===== config.mk =====
export PLATFORM = sky130hd
export DESIGN_NAME = pix3to4_unpack
export DESIGN_NICKNAME = d
export VERILOG_FILES = /design/src/rtl/pix3to4_pkg.sv /design/src/rtl/pix3to4_slicer.sv /design/src/rtl/pix3to4_phase.sv /design/src/rtl/pix3to4_hold.sv /design/src/rtl/pix3to4_unpack.sv
export SDC_FILE = /design/constraint.sdc
export NUM_CORES = 1
export LEC_CHECK = 0
export ABC_CLOCK_PERIOD_IN_PS = 2100
export BUFFER_PORTS_ARGS = -buffer_cell sky130_fd_sc_hd__buf_4
export CAP_MARGIN = 30
export CELL_PAD_IN_SITES_DETAIL_PLACEMENT = 0
export CELL_PAD_IN_SITES_GLOBAL_PLACEMENT = 1
export CORE_MARGIN = 4
export CORE_UTILIZATION = 38
export DETAILED_ROUTE_END_ITERATION = 7
export PLACE_DENSITY_LB_ADDON = 0.1
export RECOVER_POWER = 50
export SYNTH_ARGS = -nofsm -noshare
export SYNTH_HDL_FRONTEND = slang
export SYNTH_HIERARCHICAL = 1
export SYNTH_SLANG_ARGS = --single-unit

===== constraint.sdc =====
create_clock -name clk -period 2.1 [get_ports clk]
set_input_delay 0.315 -clock clk [delete_from_list [all_inputs] [get_ports clk]]
set_output_delay 0.315 -clock clk [all_outputs]
set_load 0.1 [all_outputs]

===== src/rtl/pix3to4_pkg.sv =====
package pix3to4_pkg;

   localparam int DEF_PIX_W  = 6;
   localparam int DEF_BYTE_W = 8;
   localparam int GRP_BYTES  = 3;
   localparam int GRP_PIX    = 4;
   localparam int HOLD_DEPTH = 2;
   localparam int HOLD_CNT_W = $clog2(HOLD_DEPTH + 1);

   typedef enum logic [1:0] {
      PH_FIRST = 2'd0,
      PH_MID   = 2'd1,
      PH_LAST  = 2'd2
   } grp_phase_e;

   function automatic grp_phase_e phase_next(grp_phase_e p);
      case (p)
         PH_FIRST: return PH_MID;
         PH_MID:   return PH_LAST;
         default:  return PH_FIRST;
      endcase
   endfunction

endpackage


===== src/rtl/pix3to4_slicer.sv =====
module pix3to4_slicer
   import pix3to4_pkg::*;
#(
   parameter int PIX_W  = DEF_PIX_W,
   parameter int BYTE_W = DEF_BYTE_W,
   localparam int R1    = BYTE_W - PIX_W,
   localparam int RES_W = 2 * R1
) (
   input  grp_phase_e          phase,
   input  logic [RES_W-1:0]    resid,
   input  logic [BYTE_W-1:0]   byte_in,
   output logic [PIX_W-1:0]    pix_a,
   output logic [PIX_W-1:0]    pix_b,
   output logic                two_pix,
   output logic [RES_W-1:0]    resid_nxt
);

   always_comb begin
      pix_a     = '0;
      pix_b     = '0;
      two_pix   = 1'b0;
      resid_nxt = '0;
      unique case (phase)
         PH_FIRST: begin
            pix_a              = byte_in[PIX_W-1:0];
            resid_nxt[R1-1:0]  = byte_in[BYTE_W-1:PIX_W];
         end
         PH_MID: begin
            pix_a              = {byte_in[PIX_W-R1-1:0], resid[R1-1:0]};
            resid_nxt          = byte_in[BYTE_W-1:PIX_W-R1];
         end
         PH_LAST: begin
            pix_a              = {byte_in[PIX_W-RES_W-1:0], resid};
            pix_b              = byte_in[BYTE_W-1:PIX_W-RES_W];
            two_pix            = 1'b1;
         end
         default: begin
            pix_a              = '0;
         end
      endcase
   end

endmodule


===== src/rtl/pix3to4_phase.sv =====
module pix3to4_phase
   import pix3to4_pkg::*;
#(
   parameter int RES_W = 4
) (
   input  logic              clk,
   input  logic              rst_n,
   input  logic              line_start,
   input  logic              accept,
   input  logic [RES_W-1:0]  resid_nxt,
   output grp_phase_e        phase_q,
   output grp_phase_e        eff_phase,
   output logic [RES_W-1:0]  eff_resid
);

   logic [RES_W-1:0] resid_q;

   assign eff_phase = line_start ? PH_FIRST : phase_q;
   assign eff_resid = line_start ? '0 : resid_q;

   always_ff @(posedge clk) begin
      if (!rst_n) begin
         phase_q <= PH_FIRST;
         resid_q <= '0;
      end else if (accept) begin
         phase_q <= phase_next(eff_phase);
         resid_q <= resid_nxt;
      end else if (line_start) begin
         phase_q <= PH_FIRST;
         resid_q <= '0;
      end
   end

endmodule


===== src/rtl/pix3to4_hold.sv =====
module pix3to4_hold
   import pix3to4_pkg::*;
#(
   parameter int PIX_W = DEF_PIX_W
) (
   input  logic                  clk,
   input  logic                  rst_n,
   input  logic                  line_start,
   input  logic                  pix_en,
   input  logic                  accept,
   input  logic [PIX_W-1:0]      pix_a,
   input  logic [PIX_W-1:0]      pix_b,
   input  logic                  two_pix,
   output logic [HOLD_CNT_W-1:0] cnt_q,
   output logic                  blocked,
   output logic [PIX_W-1:0]      pix_out,
   output logic                  pix_valid
);

   logic [PIX_W-1:0]      head_q;
   logic [PIX_W-1:0]      tail_q;
   logic                  emit;
   logic [HOLD_CNT_W-1:0] left;

   assign emit    = !line_start && pix_en && (cnt_q != '0);
   assign left    = cnt_q - {{(HOLD_CNT_W-1){1'b0}}, emit};
   assign blocked = (left != '0);

   always_ff @(posedge clk) begin
      if (!rst_n) begin
         head_q    <= '0;
         tail_q    <= '0;
         cnt_q     <= '0;
         pix_out   <= '0;
         pix_valid <= 1'b0;
      end else begin
         if (accept) begin
            head_q <= pix_a;
            tail_q <= pix_b;
            cnt_q  <= two_pix ? HOLD_CNT_W'(2) : HOLD_CNT_W'(1);
         end else if (line_start) begin
            cnt_q  <= '0;
         end else if (emit) begin
            head_q <= tail_q;
            cnt_q  <= cnt_q - HOLD_CNT_W'(1);
         end
         pix_valid <= emit;
         if (emit) begin
            pix_out <= head_q;
         end
      end
   end

endmodule


===== src/rtl/pix3to4_unpack.sv =====
module pix3to4_unpack
   import pix3to4_pkg::*;
#(
   parameter int PIX_W  = DEF_PIX_W,
   parameter int BYTE_W = DEF_BYTE_W
) (
   input  logic              clk,
   input  logic              rst_n,
   input  logic              line_start,
   input  logic              byte_valid,
   input  logic [BYTE_W-1:0] byte_in,
   input  logic              pix_en,
   output logic [PIX_W-1:0]  pix_out,
   output logic              pix_valid,
   output logic              overrun
);

   localparam int R1    = BYTE_W - PIX_W;
   localparam int RES_W = 2 * R1;

   if (GRP_PIX * PIX_W != GRP_BYTES * BYTE_W) begin : g_bad_ratio
      $error("pix3to4_unpack: four pixels must fill exactly three bytes");
   end
   if (R1 <= 0 || RES_W >= PIX_W) begin : g_bad_split
      $error("pix3to4_unpack: pixel width must sit between half and full byte width");
   end

   grp_phase_e            phase_q;
   grp_phase_e            eff_phase;
   logic [RES_W-1:0]      eff_resid;
   logic [RES_W-1:0]      resid_nxt;
   logic [PIX_W-1:0]      pix_a;
   logic [PIX_W-1:0]      pix_b;
   logic                  two_pix;
   logic [HOLD_CNT_W-1:0] pend_cnt;
   logic                  blocked;
   logic                  accept;
   logic                  refuse;

   assign accept = byte_valid && (line_start || !blocked);
   assign refuse = byte_valid && !line_start && blocked;

   pix3to4_phase #(.RES_W(RES_W)) u_phase (
      .clk        (clk),
      .rst_n      (rst_n),
      .line_start (line_start),
      .accept     (accept),
      .resid_nxt  (resid_nxt),
      .phase_q    (phase_q),
      .eff_phase  (eff_phase),
      .eff_resid  (eff_resid)
   );

   pix3to4_slicer #(.PIX_W(PIX_W), .BYTE_W(BYTE_W)) u_slicer (
      .phase     (eff_phase),
      .resid     (eff_resid),
      .byte_in   (byte_in),
      .pix_a     (pix_a),
      .pix_b     (pix_b),
      .two_pix   (two_pix),
      .resid_nxt (resid_nxt)
   );

   pix3to4_hold #(.PIX_W(PIX_W)) u_hold (
      .clk        (clk),
      .rst_n      (rst_n),
      .line_start (line_start),
      .pix_en     (pix_en),
      .accept     (accept),
      .pix_a      (pix_a),
      .pix_b      (pix_b),
      .two_pix    (two_pix),
      .cnt_q      (pend_cnt),
      .blocked    (blocked),
      .pix_out    (pix_out),
      .pix_valid  (pix_valid)
   );

   always_ff @(posedge clk) begin
      if (!rst_n) begin
         overrun <= 1'b0;
      end else if (refuse) begin
         overrun <= 1'b1;
      end
   end

endmodule


Yosys cells after proc, flatten, opt, wreduce, memory -nomap -nowiden
Index checks and enable logic that the tools add are counted.

storage, ports and cells
  word-level logic and storage cells = 44
  flip-flop bits (word level) = 28
  input bits = 13
  output and inout port bits = 8

cells by class
  $add $sub $neg = 2
  reduce and logical (&&, ||, !) cells = 14
  equality and inequality tests = 3
  muxes and demuxes = 17

operators by type and width
  cell                                                    number
  2-to-1 mux 6 bit                                        4
  one-hot mux 6 bit (3 select lines)                      1
  2-to-1 mux 2 bit                                        7
  2-to-1 mux 4 bit                                        2
  one-hot mux 2 bit (2 select lines)                      2
  nonzero test 2 bit                                      3
  logical AND 1 bit                                       5
  nonzero test 3 bit                                      1
  == test 2 x 1 -> 1 bit (second input constant)          1
  == test 2 bit (second input constant)                   1
  zero test 1 bit                                         2
  zero test 2 bit                                         1
  inequality test 2 x 1 -> 1 bit (second input constant)  1
  AND reduction 2 bit                                     1
  subtractor 2 x 1 -> 2 bit                               1
  subtractor 2 x 1 -> 2 bit (second input constant)       1
  logical OR 1 bit                                        1
  2-to-1 mux 1 bit                                        1

Longest topological paths before layout
  word-level depth = 10
  mapped depth = 13
  mapped depth without buffers = 10

Modules after synthesis
The synthesis kept the hierarchy.

by module, submodules not included
  module          sequential area each (um2)  cells each  times used  area an instance (um2)
  pix3to4_hold    420.4                       100         1           885.8
  pix3to4_phase   120.1                       33          1           316.6
  pix3to4_slicer  0.0                         32          1           246.5
  pix3to4_unpack  20.0                        6           1           45.0

Least setup slack after synthesis
No wires, ideal clock.

  kind = reg2reg
  start = register u_hold.cnt_q[0]
  end = register u_hold.head_q[2]
  setup slack = -0.240 ns
  period minus slack after synthesis = 2.340 ns
  arrival time = 2.215 ns
  data required time = 1.975 ns
  stages on the path, launching flop included = 14
  library setup time = 0.125 ns
  buffers on the path = 3
  path through = dfxtp_1 -> inv_1 -> ha_1 -> or3b_4 -> buf_6 -> nand2_1 -> nand3_1 -> nand2b_1 -> and2_1 -> buf_2 -> inv_1 -> buf_2 -> o21ai_0 -> a31oi_1

between the ends
  longest elaborated chain between the ends = 9
  elaborated cells between the ends (all ways) = 11
  classes of those cells = 1 x add/sub; 1 x eq/ne; 1 x mux; 8 x reduce/logical

ends and longest elaborated chain
  what                                                                                   line                  RTL
  start: declaration                                                                     pix3to4_hold.sv:14    output logic [HOLD_CNT_W-1:0] cnt_q,
  start signal: assignment                                                               pix3to4_hold.sv:40    cnt_q <= two_pix ? HOLD_CNT_W'(2) : HOLD_CNT_W'(1);
  start signal: assignment                                                               pix3to4_hold.sv:45    cnt_q <= cnt_q - HOLD_CNT_W'(1);
  nonzero test 2 bit                                                                     pix3to4_hold.sv:25    assign emit = !line_start && pix_en && (cnt_q != '0);
  logical AND 1 bit                                                                      pix3to4_hold.sv:25
  subtractor 2 x 1 -> 2 bit (*)                                                          pix3to4_hold.sv:26    assign left = cnt_q - {{(HOLD_CNT_W-1){1'b0}}, emit};
  nonzero test 2 bit (*)                                                                 pix3to4_hold.sv:27    assign blocked = (left != '0);
  via blocked                                                                            pix3to4_unpack.sv:36  logic blocked;
  zero test 1 bit (*)                                                                    pix3to4_unpack.sv:40  assign accept = byte_valid && (line_start || !blocked);
  logical OR 1 bit (*)                                                                   pix3to4_unpack.sv:40
  logical AND 1 bit (*)                                                                  pix3to4_unpack.sv:40
  via accept                                                                             pix3to4_unpack.sv:37  logic accept;
  inequality test 2 x 1 -> 1 bit (no line) / nonzero test 2 bit (equally long branches)  n/a
  AND reduction 2 bit (no line)                                                          n/a
  end signal: assignment                                                                 pix3to4_hold.sv:38    head_q <= pix_a;
  end signal: assignment                                                                 pix3to4_hold.sv:44    head_q <= tail_q;
  end: declaration                                                                       pix3to4_hold.sv:20    logic [PIX_W-1:0] head_q;

The timed path passes the listed nets; every way through them passes the cells marked *.
A chain may end at the register's enable or synchronous reset.

Final worst setup path
  start = register u_hold.cnt_q[0]
  end = register u_hold.tail_q[0]

between the ends
  longest elaborated chain between the ends = 7

ends and longest elaborated chain
  what                           line                  RTL
  nonzero test 2 bit             pix3to4_hold.sv:25
  logical AND 1 bit              pix3to4_hold.sv:25
  subtractor 2 x 1 -> 2 bit (*)  pix3to4_hold.sv:26
  nonzero test 2 bit (*)         pix3to4_hold.sv:27
  via blocked                    pix3to4_unpack.sv:36
  zero test 1 bit (*)            pix3to4_unpack.sv:40
  logical OR 1 bit (*)           pix3to4_unpack.sv:40
  logical AND 1 bit (*)          pix3to4_unpack.sv:40
  via accept                     pix3to4_unpack.sv:37
  end signal: assignment         pix3to4_hold.sv:39    tail_q <= pix_b;
  end: declaration               pix3to4_hold.sv:21    logic [PIX_W-1:0] tail_q;

Marked as above.

==> results.sh <==
export IMPL_hpwl_mm=2.35
export IMPL_leakage_nw=0.661
export IMPL_grt_overflow=0
export IMPL_worstHoldPathType="input pin to flop"
export IMPL_fin_nets=208
export IMPL_synth_largest_area_cell="dfxtp_1"
export IMPL_internal_power_mw=0.890
export IMPL_clock_skew_ns=0.00311
export IMPL_min_from="byte_valid"
export IMPL_clock_sinks=28
export IMPL_die_w_um=70.7
export IMPL_final_max_slew_viol_count=0
export IMPL_peakVddDrop_uv=391
export IMPL_fin_crit_ns=1.94
export IMPL_die_h_um=70.7
export IMPL_crit_type="flop to flop"
export IMPL_fill_cells=404
export IMPL_netSwitchingFraction_pct=24.8
export IMPL_status="complete, no violations"
export IMPL_p_sw_mw=0.294
export IMPL_antenna_found_initial=0
export IMPL_cts_inserted_buffers=3
export IMPL_pwr_share_comb_pct=16.2
export IMPL_io_pins=21
export IMPL_r2r_slack_ns=0.16
export IMPL_synth_area_top_cells="dfxtp_1 (38%), mux2i_1 (9.4%), nand2_1 (8.3%)"
export IMPL_diodes=0
export IMPL_vias=1196
export IMPL_p_per_area_nw_per_um2=681
export IMPL_synth_top_cell_area_share_pct=37.5
export IMPL_rsz0062_at_grt="false"
export IMPL_avgViaCountPerCell=4.96
export IMPL_grt_pass1_vias=1174
export IMPL_area_delta_synth_final_pct=16.4
export IMPL_worst_slew_pin_slew_ns=1.16
export IMPL_setup_viol=0
export IMPL_track_usage_pct=13.3
export IMPL_drt_initial_drc_count=32
export IMPL_maxSlewHeadroom_pct=23.2
export IMPL_crit_start="u_hold/cnt_q[0]"
export IMPL_maxCapViolCount=0
export IMPL_critPathRequiredTime_ns=2.28
export IMPL_seq_power_share_pct=47.7
export IMPL_synth_avg_cell_area_um2=8.74
export IMPL_firstDrtPassIters=4
export IMPL_fmax_mhz=517
export IMPL_avgRoutedWirePerCell_um=13.0
export IMPL_cts_tree="yes"
export IMPL_worst_path_largest_cell_delay_ns=0.37
export IMPL_die_area_um2=5000
export IMPL_end_kind="flop"
export IMPL_ys_seq_elements=28
export IMPL_crit_family="simple AND/OR/NAND/NOR gates"
export IMPL_drtAntennaViolNets=0
export IMPL_critical_path_cell_chain="inv_1 -> ha_2 -> or3b_4 -> nand2_1 -> nand3_1 -> nand2b_1 -> and2_4 -> buf_4 -> mux2i_1 -> nor2b_1"
export IMPL_io_buffers=20
export IMPL_cts_path_max_buffers=2
export IMPL_drc=0
export IMPL_grt_max_degree=31
export IMPL_critPathSlowestCell="or3b_4"
export IMPL_r2r_start="u_hold/cnt_q[0]"
export IMPL_finalSetupTns_ns=0
export IMPL_clk_latency_ns=0.27
export IMPL_fp_row_count=22
export IMPL_synth_yosys_warnings=6
export IMPL_critPathLaunchType="flop"
export IMPL_cts_root_buf="clkbuf_8"
export IMPL_syn_inst=171
export IMPL_worstPathMaxFanout=6
export IMPL_cts_htree_levels=1
export IMPL_period_share_pct=92.2
export IMPL_grt_pass1_wl_mm=5.42
export IMPL_drive_gt1_share_pct=20.2
export IMPL_coreArea_um2=3740
export IMPL_place_congestion=0.727
export IMPL_pwr_share_clk_pct=36.1
export IMPL_ys_types=32
export IMPL_hold_viol_final=0
export IMPL_syn_cell_area_um2=1490
export IMPL_drt_total_wl_mm=3.14
export IMPL_synth_seq_area_share_pct=37.5
export IMPL_totalPowerFinal_mw=1.18
export IMPL_worst_ep_arrival_time_ns=2.11
export IMPL_start_util_pct=39.9
export IMPL_path_clk_slew_ns=0.10
export IMPL_synthesis_nets=185
export IMPL_crit_buf_inv=2
-- repair_timing --
item                                   CTS  global route
setup endpoints to repair                0            10
endpoints found under the hold margin    0             0
gates resized for setup                  0             0
buffers inserted                         0             3
hold buffers                             0             0
-- cell usage in the layout (no fill, tap or decap), types with 6 or more instances in the layout --
cell type and n:
and2_1 9, nand2_1 33, nand3b_1 6, o21ai_1 8, nor2b_1 7, a31oi_1 6, mux2i_1 14, clkbuf_2 7
dfxtp_1 27, buf_4 19
-- state kept, by name (all words and copies together), names as in the netlist --
| register | flops |
|---|---|
| u_hold/head_q | 6 |
| u_hold/pix_out | 6 |
| u_hold/tail_q | 6 |
| u_phase/resid_q | 4 |
| u_hold/cnt_q | 2 |
| u_phase/phase_q | 2 |
| overrun | 1 |
| u_hold/pix_valid | 1 |
-- cells by family (layout without fill, tap and decap cells) --
logic type                 count (synthesis)  after routing  synth area share (%)
and+or+nand+nor                           80             80                  30.8
adders and majority gates                  1              1                 0.837
xor gates and xnor gates                   1              1                 0.586
AOI/OAI and AO/OA                         33             33                  14.2
buffers and inverters                     13             35                  5.95
muxes                                     15             15                  10.1
DFF                                       28             28                  37.5
-- area by class of cell --
class / instances / area, um2 / area share [%]
Sequential cell: 28 / 562 / 32.3
Inverter: 3 / 11.3 / 0.647
Multi-Input combinational cell: 130 / 850 / 48.8
Tap cell: 48 / 60.1 / 3.45
Clock inverter: 1 / 30.0 / 1.73
Timing Repair Buffer: 28 / 185 / 10.6
Clock buffer: 3 / 41.3 / 2.37
-- routing by layer --
| layer | GRT usage, % | wire length, um |
|---|---|---|
| met1 | 17.2 | 1510 |
| met2 | 22.2 | 1490 |
| met3 | 2.56 | 99 |
| met4 | 4.38 | 38 |
| met5 | 0 | 0 |
-- stage by stage --
stage / instance area (um2) / util, % / hold WS (ns) / worst slack (ns) / instances
2_1_floorplan: 1510 / - / 0.431 / 0.00605 / 171
3_3_place_gp: 1670 / 44.6 / 0.440 / 0.150 / 234
3_5_place_dp: 1670 / 44.6 / 0.448 / 0.0732 / 234
4_1_cts: 1740 / 46.5 / 0.288 / 0.0517 / 238
5_1_grt: 1740 / 46.5 / 0.286 / 0.0297 / 241
6_report: 1740 / 46.5 / 0.292 / 0.165 / 241
-- synthesized netlist by cell type --
cell / n
o2bb2ai_1: 2
o21ai_0: 9
a31oi_1: 6
nand3b_1: 6
dfxtp_1: 28
and2_1: 10
buf_2: 2
mux2i_1: 14
clkbuf_1: 2
and2b_2: 1
a21oi_1: 1
inv_1: 3
nor3b_4: 1
o221a_1: 1
or3b_1: 4
or3b_4: 1
ha_1: 1
mux2_2: 1
nor2b_4: 1
buf_4: 2
and2b_1: 5
nand2_1: 33
buf_6: 4
nand2b_1: 4
xnor2_1: 1
a21boi_0: 3
nand3_1: 2
a21boi_1: 7
and2b_4: 1
nor2_1: 4
nor2b_1: 7
o21ai_1: 4
-- worst register-to-register path: stages (launching register included) --
cell and delay, ns:
dfxtp_2 0.36, inv_1 0.06, ha_2 0.21, or3b_4 0.38, nand2_1 0.07, nand3_1 0.07, nand2b_1 0.09, and2_4 0.18
buf_4 0.15, mux2i_1 0.20, nor2b_1 0.06
-- power by group through the flow --
stage	Combinational (mW)	Clock (mW)	Sequential (mW)
2_1_floorplan	0.119	0	0.599
5_1_grt	0.213	0.462	0.567
3_5_place_dp	0.190	0	0.577
3_3_place_gp	0.187	0	0.577
6_report	0.192	0.427	0.565
4_1_cts	0.190	0.442	0.565
-- path summary, 6_finish.rpt --
path | cells past startpoint | end
setup / recovery | 10 | u_hold/tail_q[0]
setup reg to reg | 10 | u_hold/tail_q[0]
hold / removal | 3 | overrun
hold reg to reg | 2 | u_hold/pix_out[3]
No activity file was read; power rests on OpenSTA's default activity.
